File: config.mk
export PLATFORM = sky130hd
export DESIGN_NAME = aret_tx_ctrl
export DESIGN_NICKNAME = d
export VERILOG_FILES = /design/src/rtl/aret_tx_ctrl.sv
export SDC_FILE = /design/constraint.sdc
export NUM_CORES = 1
export LEC_CHECK = 0
export CORE_ASPECT_RATIO = 0.6
export CORE_MARGIN = 2
export CORE_UTILIZATION = 45
export DETAILED_ROUTE_END_ITERATION = 12
export GPL_TIMING_DRIVEN = 0
export HOLD_SLACK_MARGIN = 0.02
export PLACE_DENSITY = 0.64
export SYNTH_ARGS = -nofsm -noshare
export SYNTH_HDL_FRONTEND = slang
export SYNTH_SLANG_ARGS = --single-unit
File: constraint.sdc
create_clock -name clk -period 2.4 [get_ports clk]
set_clock_uncertainty 0.2 [all_clocks]
set_input_delay 0.36 -clock clk [delete_from_list [all_inputs] [get_ports clk]]
set_output_delay 0.36 -clock clk [all_outputs]
set_load 0.05 [all_outputs]
File: src/rtl/aret_tx_ctrl.sv
module aret_tx_ctrl #(
  parameter int CYC_PER_SYM  = 4,
  parameter int ACK_WAIT_SYM = 54,
  parameter int CCA_W        = 3,
  parameter int FRM_W        = 4
) (
  input  logic             clk,
  input  logic             rst_n,
  input  logic             start_pin,
  input  logic             start_cmd,
  input  logic [CCA_W-1:0] max_cca_retries,
  input  logic [FRM_W-1:0] max_frame_retries,
  output logic             cca_req,
  input  logic             cca_done,
  input  logic             cca_idle,
  output logic             tx_req,
  input  logic             tx_octet_valid,
  input  logic             tx_octet_ackbit,
  input  logic             tx_done,
  output logic             rx_en,
  input  logic             rx_frame_valid,
  input  logic             rx_is_ack,
  input  logic             rx_frame_pending,
  output logic             irq_end,
  output logic [2:0]       txn_status
);
  localparam int PW = $clog2(CYC_PER_SYM + 1);
  localparam int SW = $clog2(ACK_WAIT_SYM + 1);
  localparam logic [2:0] ST_OK      = 3'd0;
  localparam logic [2:0] ST_PENDING = 3'd1;
  localparam logic [2:0] ST_CH_FAIL = 3'd3;
  localparam logic [2:0] ST_NO_ACK  = 3'd5;
  localparam logic [2:0] ST_BUSY    = 3'd7;

  typedef enum logic [1:0] {S_IDLE, S_CCA, S_TX, S_ACK} state_t;

  state_t           st;
  logic [CCA_W-1:0] cca_lim, cca_cnt;
  logic [FRM_W-1:0] frm_lim, frm_cnt;
  logic [PW-1:0]    pre;
  logic [SW-1:0]    sym;
  logic             first_seen, ack_req;
  logic             ack_now, last_tick, got_ack;

  assign cca_req   = (st == S_CCA);
  assign tx_req    = (st == S_TX);
  assign rx_en     = (st == S_ACK);
  assign ack_now   = first_seen ? ack_req : (tx_octet_valid & tx_octet_ackbit);
  assign last_tick = (pre == PW'(CYC_PER_SYM - 1)) && (sym == SW'(ACK_WAIT_SYM - 1));
  assign got_ack   = rx_frame_valid & rx_is_ack;

  always_ff @(posedge clk) begin
    if (!rst_n) begin
      st         <= S_IDLE;
      cca_lim    <= '0;
      cca_cnt    <= '0;
      frm_lim    <= '0;
      frm_cnt    <= '0;
      pre        <= '0;
      sym        <= '0;
      first_seen <= 1'b0;
      ack_req    <= 1'b0;
      irq_end    <= 1'b0;
      txn_status <= ST_OK;
    end else begin
      irq_end <= 1'b0;
      case (st)
        S_IDLE: begin
          if (start_pin || start_cmd) begin
            st         <= S_CCA;
            cca_lim    <= max_cca_retries;
            frm_lim    <= max_frame_retries;
            cca_cnt    <= '0;
            frm_cnt    <= '0;
            txn_status <= ST_BUSY;
          end
        end
        S_CCA: begin
          if (cca_done) begin
            if (cca_idle) begin
              st         <= S_TX;
              first_seen <= 1'b0;
              ack_req    <= 1'b0;
            end else if (cca_cnt == cca_lim) begin
              st         <= S_IDLE;
              irq_end    <= 1'b1;
              txn_status <= ST_CH_FAIL;
            end else begin
              cca_cnt <= cca_cnt + CCA_W'(1);
            end
          end
        end
        S_TX: begin
          if (tx_octet_valid && !first_seen) begin
            first_seen <= 1'b1;
            ack_req    <= tx_octet_ackbit;
          end
          if (tx_done) begin
            if (ack_now) begin
              st  <= S_ACK;
              pre <= '0;
              sym <= '0;
            end else begin
              st         <= S_IDLE;
              irq_end    <= 1'b1;
              txn_status <= ST_OK;
            end
          end
        end
        S_ACK: begin
          if (got_ack) begin
            st         <= S_IDLE;
            irq_end    <= 1'b1;
            txn_status <= rx_frame_pending ? ST_PENDING : ST_OK;
          end else if (last_tick) begin
            if (frm_cnt == frm_lim) begin
              st         <= S_IDLE;
              irq_end    <= 1'b1;
              txn_status <= ST_NO_ACK;
            end else begin
              st      <= S_CCA;
              frm_cnt <= frm_cnt + FRM_W'(1);
              cca_cnt <= '0;
            end
          end else if (pre == PW'(CYC_PER_SYM - 1)) begin
            pre <= '0;
            sym <= sym + SW'(1);
          end else begin
            pre <= pre + PW'(1);
          end
        end
        default: st <= S_IDLE;
      endcase
    end
  end
endmodule

* After elaboration in Yosys (flattened, before gate mapping)
Cells that the tools add are included.
Storage, ports and cells: bits in registers 31, latch bits 0, bits in writable memories 0, ROM bits 0, input port bits 19, output and inout bits 7, logic and storage cells 121, memories 0
Cells by class: add/sub/neg operators 4, multiply operators 0, div/mod/pow operators 0, order comparisons 0, equality and inequality tests 25, shift operators 0, multiplexer cells 62, bitwise operators 2, reduce and logical (&&, ||, !) cells 17
Operator list (count):
- 3-bit 2-to-1 mux | 21
- 6-bit 2-to-1 mux | 5
- 2-bit 2-to-1 mux | 8
- 4-bit 2-to-1 mux | 4
- 2-bit by 1-bit != test with 1-bit output, second input constant | 8
- 8-bit AND reduction | 2
- 1-bit 2-to-1 mux | 15
- 5-bit AND reduction | 3
- 2-bit != test, second input constant | 7
- 3-bit one-hot mux with 4 select lines | 1
- 6-bit one-hot mux with 2 select lines | 1
- 3-bit by 1-bit != test with 1-bit output, second input constant | 3
- 3-bit one-hot mux with 3 select lines | 1
- 2-bit one-hot mux with 4 select lines | 1
- 4-bit one-hot mux with 2 select lines | 1
- 3-bit by 1-bit adder with 3-bit output, second input constant | 2
- 6-bit by 1-bit adder with 6-bit output, second input constant | 1
- 6-bit == test, second input constant | 1
- 3-bit one-hot mux with 2 select lines | 1
- 6-bit AND reduction | 1
- 2-bit nonzero test | 3
- 4-bit by 1-bit adder with 4-bit output, second input constant | 1
- 2-bit == test, second input constant | 2
- 4-bit == test | 1
- other kinds (13) | 16

* Logic depth before layout (Yosys ltp)
depth after elaboration 5, depth in mapped cells 7, depth with buffers taken out 6

* Worst setup path before layout
OpenSTA, ideal clock, no wires.
kind reg2reg, start register st[1], end register txn_status[0], data arrival time 1601 ps, required time 2081 ps, setup slack 480 ps, stages on the path, launching flop included 8, buffers on the path 1, period minus slack after synthesis 1920 ps, cells stage by stage dfxtp_1 nand2_2 inv_2 nand2_1 buf_2 nor2_1 a211oi_2 o221a_2
On the way: word-level cells in the longest chain between the ends 3, elaborated cells on any way between the ends 14, classes of those cells 11 x eq/ne; 1 x mux; 2 x reduce/logical
RTL lines:
- start, declared | RTL line 37 | state_t st;
- start signal, assigned | RTL line 54 | st <= S_IDLE;
- start signal, assigned | RTL line 70 | st <= S_CCA;
- start signal, assigned | RTL line 81 | st <= S_TX;
- 2-bit == test *
- via rx_en | RTL line 20 | output logic rx_en,
- 3-bit by 1-bit != test with 1-bit output (no source line)
- 8-bit AND reduction (no source line)
- end signal, assigned | RTL line 114 | txn_status <= rx_frame_pending ? ST_PENDING : ST_OK;
- end, declared | RTL line 25 | output logic [2:0] txn_status
The timed path passes the listed nets; every way through them passes the cells marked *. A chain may end at the register's enable or synchronous reset.

* Final worst setup path
start register st[0], end output cca_req
On the way: word-level cells in the longest chain between the ends 1
RTL lines:
- 2-bit by 1-bit == test with 1-bit output | RTL line 45 | assign cca_req = (st == S_CCA);
- end, declared | RTL line 13 | output logic cca_req,
Every way passes these cells.

==> out/metrics.yaml <==
floorplanning:
  die_x_um: 84.6
  start_util_pct: 47.4
  die_h_um: 52.4
  dieArea_sq_mm: 0.00443
  core-area_sq_mm: 0.00370
  io-pin-count: 26
  row_count: 17
grt:
  grt_use_total_pct: 20.3
  grt_max_degree: 11
  antenna_found_initial: 0
  gr-total-overflow: 0
  grt_pass1_wl_um: 6910
  grt_pass1_vias: 1434
logic_synthesis:
  synthesis.nets: 224
  netlist_area_sq_mm: 0.00176
  syn_avg_cell_area_sq_um: 8.78
  synth_top_cell_area_share_pct: 35.4
  synth-seq-area-share_pct: 35.4
  postSynth.asyncResetShare_pct: 0
  synth_enable_flop_cells: 0
  synth_ff_type: "dfxtp_1"
  yosysUniqueCellTypes: 51
  yosysWarnings: 0
  synth_most_common_cell: "dfxtp_1"
  yosysTopAreaCell: "dfxtp_1"
  synthTopCellsByArea: "dfxtp_1 (35%), nor2b_1 (6.4%), mux2i_1 (5.7%)"
  syn_inst: 200
  synth_common_cells: "dfxtp_1 (31), nor2b_1 (18), nand2_1 (15), o21ai_0 (12), nand3_1 (11)"
  ys_seq_elements: 31
pwr:
  powerDensity_mw_per_mm2: 562
  intPower_uw: 868
  combPwrFrac_pct: 20.2
  ir_drop_mv: 0.317
  leakage_nw: 0.876
  p_sw_uw: 342
  switching_share_pct: 28.2
  clkPwrFrac_pct: 34.2
  seq_power_share_pct: 45.7
clocking:
  clk_latency_ns: 0.29
  h-tree-depth: 2
  postCtsSetupBuffers: 0
  cts_sinks: 31
  cts_root_buf: "clkbuf_8"
  cts_max_path_buffers: 2
  cts_tree: "yes"
  cts_buffers: 5
  path_clk_slew_ns: 0.06
critical_path:
  cpMaxStageDelayCell: "dlygate4sd2_1"
  crit_path_start_kind: "flop"
  crit_chain: "nor2b_1, clkbuf_2, dlygate4sd2_1"
  critical_path_arrival_ns: 1.62
  max_stage_delay_ns: 0.55
  path_max_fanout: 7
  end_kind: "output port"
  crit_path_start: "st[0]$_SDFFE_PN0P_"
  reg2reg_slack_ns: 0.33
  reg2reg_from: "st[1]$_SDFFE_PN0P_"
  critPathKind: "reg -> out"
  cp.required_ns: 1.84
placed_design:
  hpwl_um: 3160
  dp.cells: 272
  routabilityCongestion: 0.806
  io_buffers: 25
  pre_cts_ws_ns: 0.146
layout:
  stdcell_count: 279
  drive_gt1_share_pct: 10.8
  finalNetCount: 256
  multi_input_area_sq_mm: 0.00106
  seqCellArea_sq_um: 621
  nFillCells: 340
  area_growth_syn_to_layout_pct: 22.6
  num_antenna_cells: 0
sta:
  slew_headroom_pct: 66.7
  period_share_pct: 90.9
  setup_viol: 0
  rsz0062_at_grt: "no"
  post-route-min-period_ns: 2.18
  final.setup.worst_slack_ns: 0.219
  worst_slew_pin_slew_ns: 0.499
  max_freq_mhz: 459
  maxSlewViolCount: 0
  tns_ns: 0
  hold_viol_final: 0
min_path:
  min_from: "pre[2]$_SDFFE_PN0P_"
  hp-class: "reg -> reg"
run_status:
  status: "finished, final reports clean"
drt:
  dr.pass1.iters: 4
  drtAntennaViolNets: 0
  num_vias: 1569
  wl_per_cell_um: 14.8
  vias_per_cell: 5.62
  drt_iter0_drc: 89
  post-route-drc-count: 0
  routed_wl_um: 4130
flow_run:
  max_cap_viol_count: 0
## layout by cell type, fill, tap and decap left out, types with 3 or more instances in the layout
master / n
a21oi_1: 7
a31oi_1: 5
buf_2: 3
clkbuf_1: 5
clkbuf_8: 6
clkdlybuf4s50_1: 22
dfxtp_1: 31
ha_1: 5
inv_1: 3
mux2i_1: 10
nand2_1: 15
nand2b_1: 4
nand3_1: 11
nor2_1: 9
nor2b_1: 18
nor3_1: 5
o211ai_1: 4
o21ai_0: 12
xor2_1: 7
## repair_timing
item                       4_1_cts  5_1_grt
hold buffers                     0        0
gates resized for setup          2        1
setup endpoints to repair        2        1
## worst max-delay path: cells and delay by family (launching register included)
| family | cells | cell delay (ns) |
|---|---|---|
| buffers and inverters | 2 | 0.75 |
| AND/OR/NAND/NOR | 1 | 0.16 |
| flip-flops | 1 | 0.43 |
## state kept, by name, indices dropped and copies added (netlist names), 2 cells and up
register	flops
frm_lim	4
cca_lim	3
sym	6
pre	3
frm_cnt	4
st	2
cca_cnt	3
txn_status	3
## power groups by stage
stage	clock network (mW)	registers [mW]	logic [mW]
2_1_floorplan	0	0.587	0.138
3_3_place_gp	0	0.563	0.242
3_5_place_dp	0	0.564	0.246
4_1_cts	0.424	0.553	0.245
5_1_grt	0.448	0.556	0.264
6_report	0.413	0.553	0.244
## through the flow
step	hold WS, ns	instance area [sq um]	total power [mW]	util [%]
finish	0.282	2150	1.21	58.1
global route	0.295	2150	1.27	58.1
global placement	0.255	2060	0.805	55.8
CTS	0.280	2150	1.22	58.1
detailed placement	0.263	2060	0.810	55.8
floorplan	0.225	1760	0.724	-
## cells by family (layout without fill, tap and decap cells)
family | Yosys count | in the layout | synth area share, %
AND/OR/NAND/NOR | 84 | 84 | 27.0
AO/OA/AOI/OAI | 48 | 48 | 20.9
buffers and inverters | 15 | 47 | 3.99
flip-flops | 31 | 31 | 35.4
multiplexers | 10 | 10 | 5.70
adder cells (fa/ha/maj) | 5 | 5 | 3.56
XOR/XNOR | 7 | 7 | 3.49
## final timing paths
check	to	cells past startpoint
max	cca_req	3
min	pre[2]$_SDFFE_PN0P_	1
max reg2reg	txn_status[0]$_SDFFE_PN0P_	7
min reg2reg	pre[2]$_SDFFE_PN0P_	1
## layer usage
layer | part of all wire, % | vias to the layer above | track usage (%) | wire length [um]
met5 | 0 | - | 0 | 0
met4 | 0.73 | 0 | 8.73 | 30
met3 | 4.7 | 2 | 5.20 | 195
met2 | 42 | 38 | 30.3 | 1750
met1 | 52 | 743 | 27.9 | 2150
li1 | - | 786 | - | -
## cell type report
cell class | count | share of cell area, %
Multi-Input combinational cell | 154 | 49.5
Sequential cell | 31 | 28.8
Timing Repair Buffer | 25 | 11.6
Clock buffer | 6 | 3.84
Tap cell | 47 | 2.73
Buffer | 11 | 2.56
Inverter | 4 | 0.698
Clock inverter | 1 | 0.233
No activity file was read; power rests on OpenSTA's default activity.
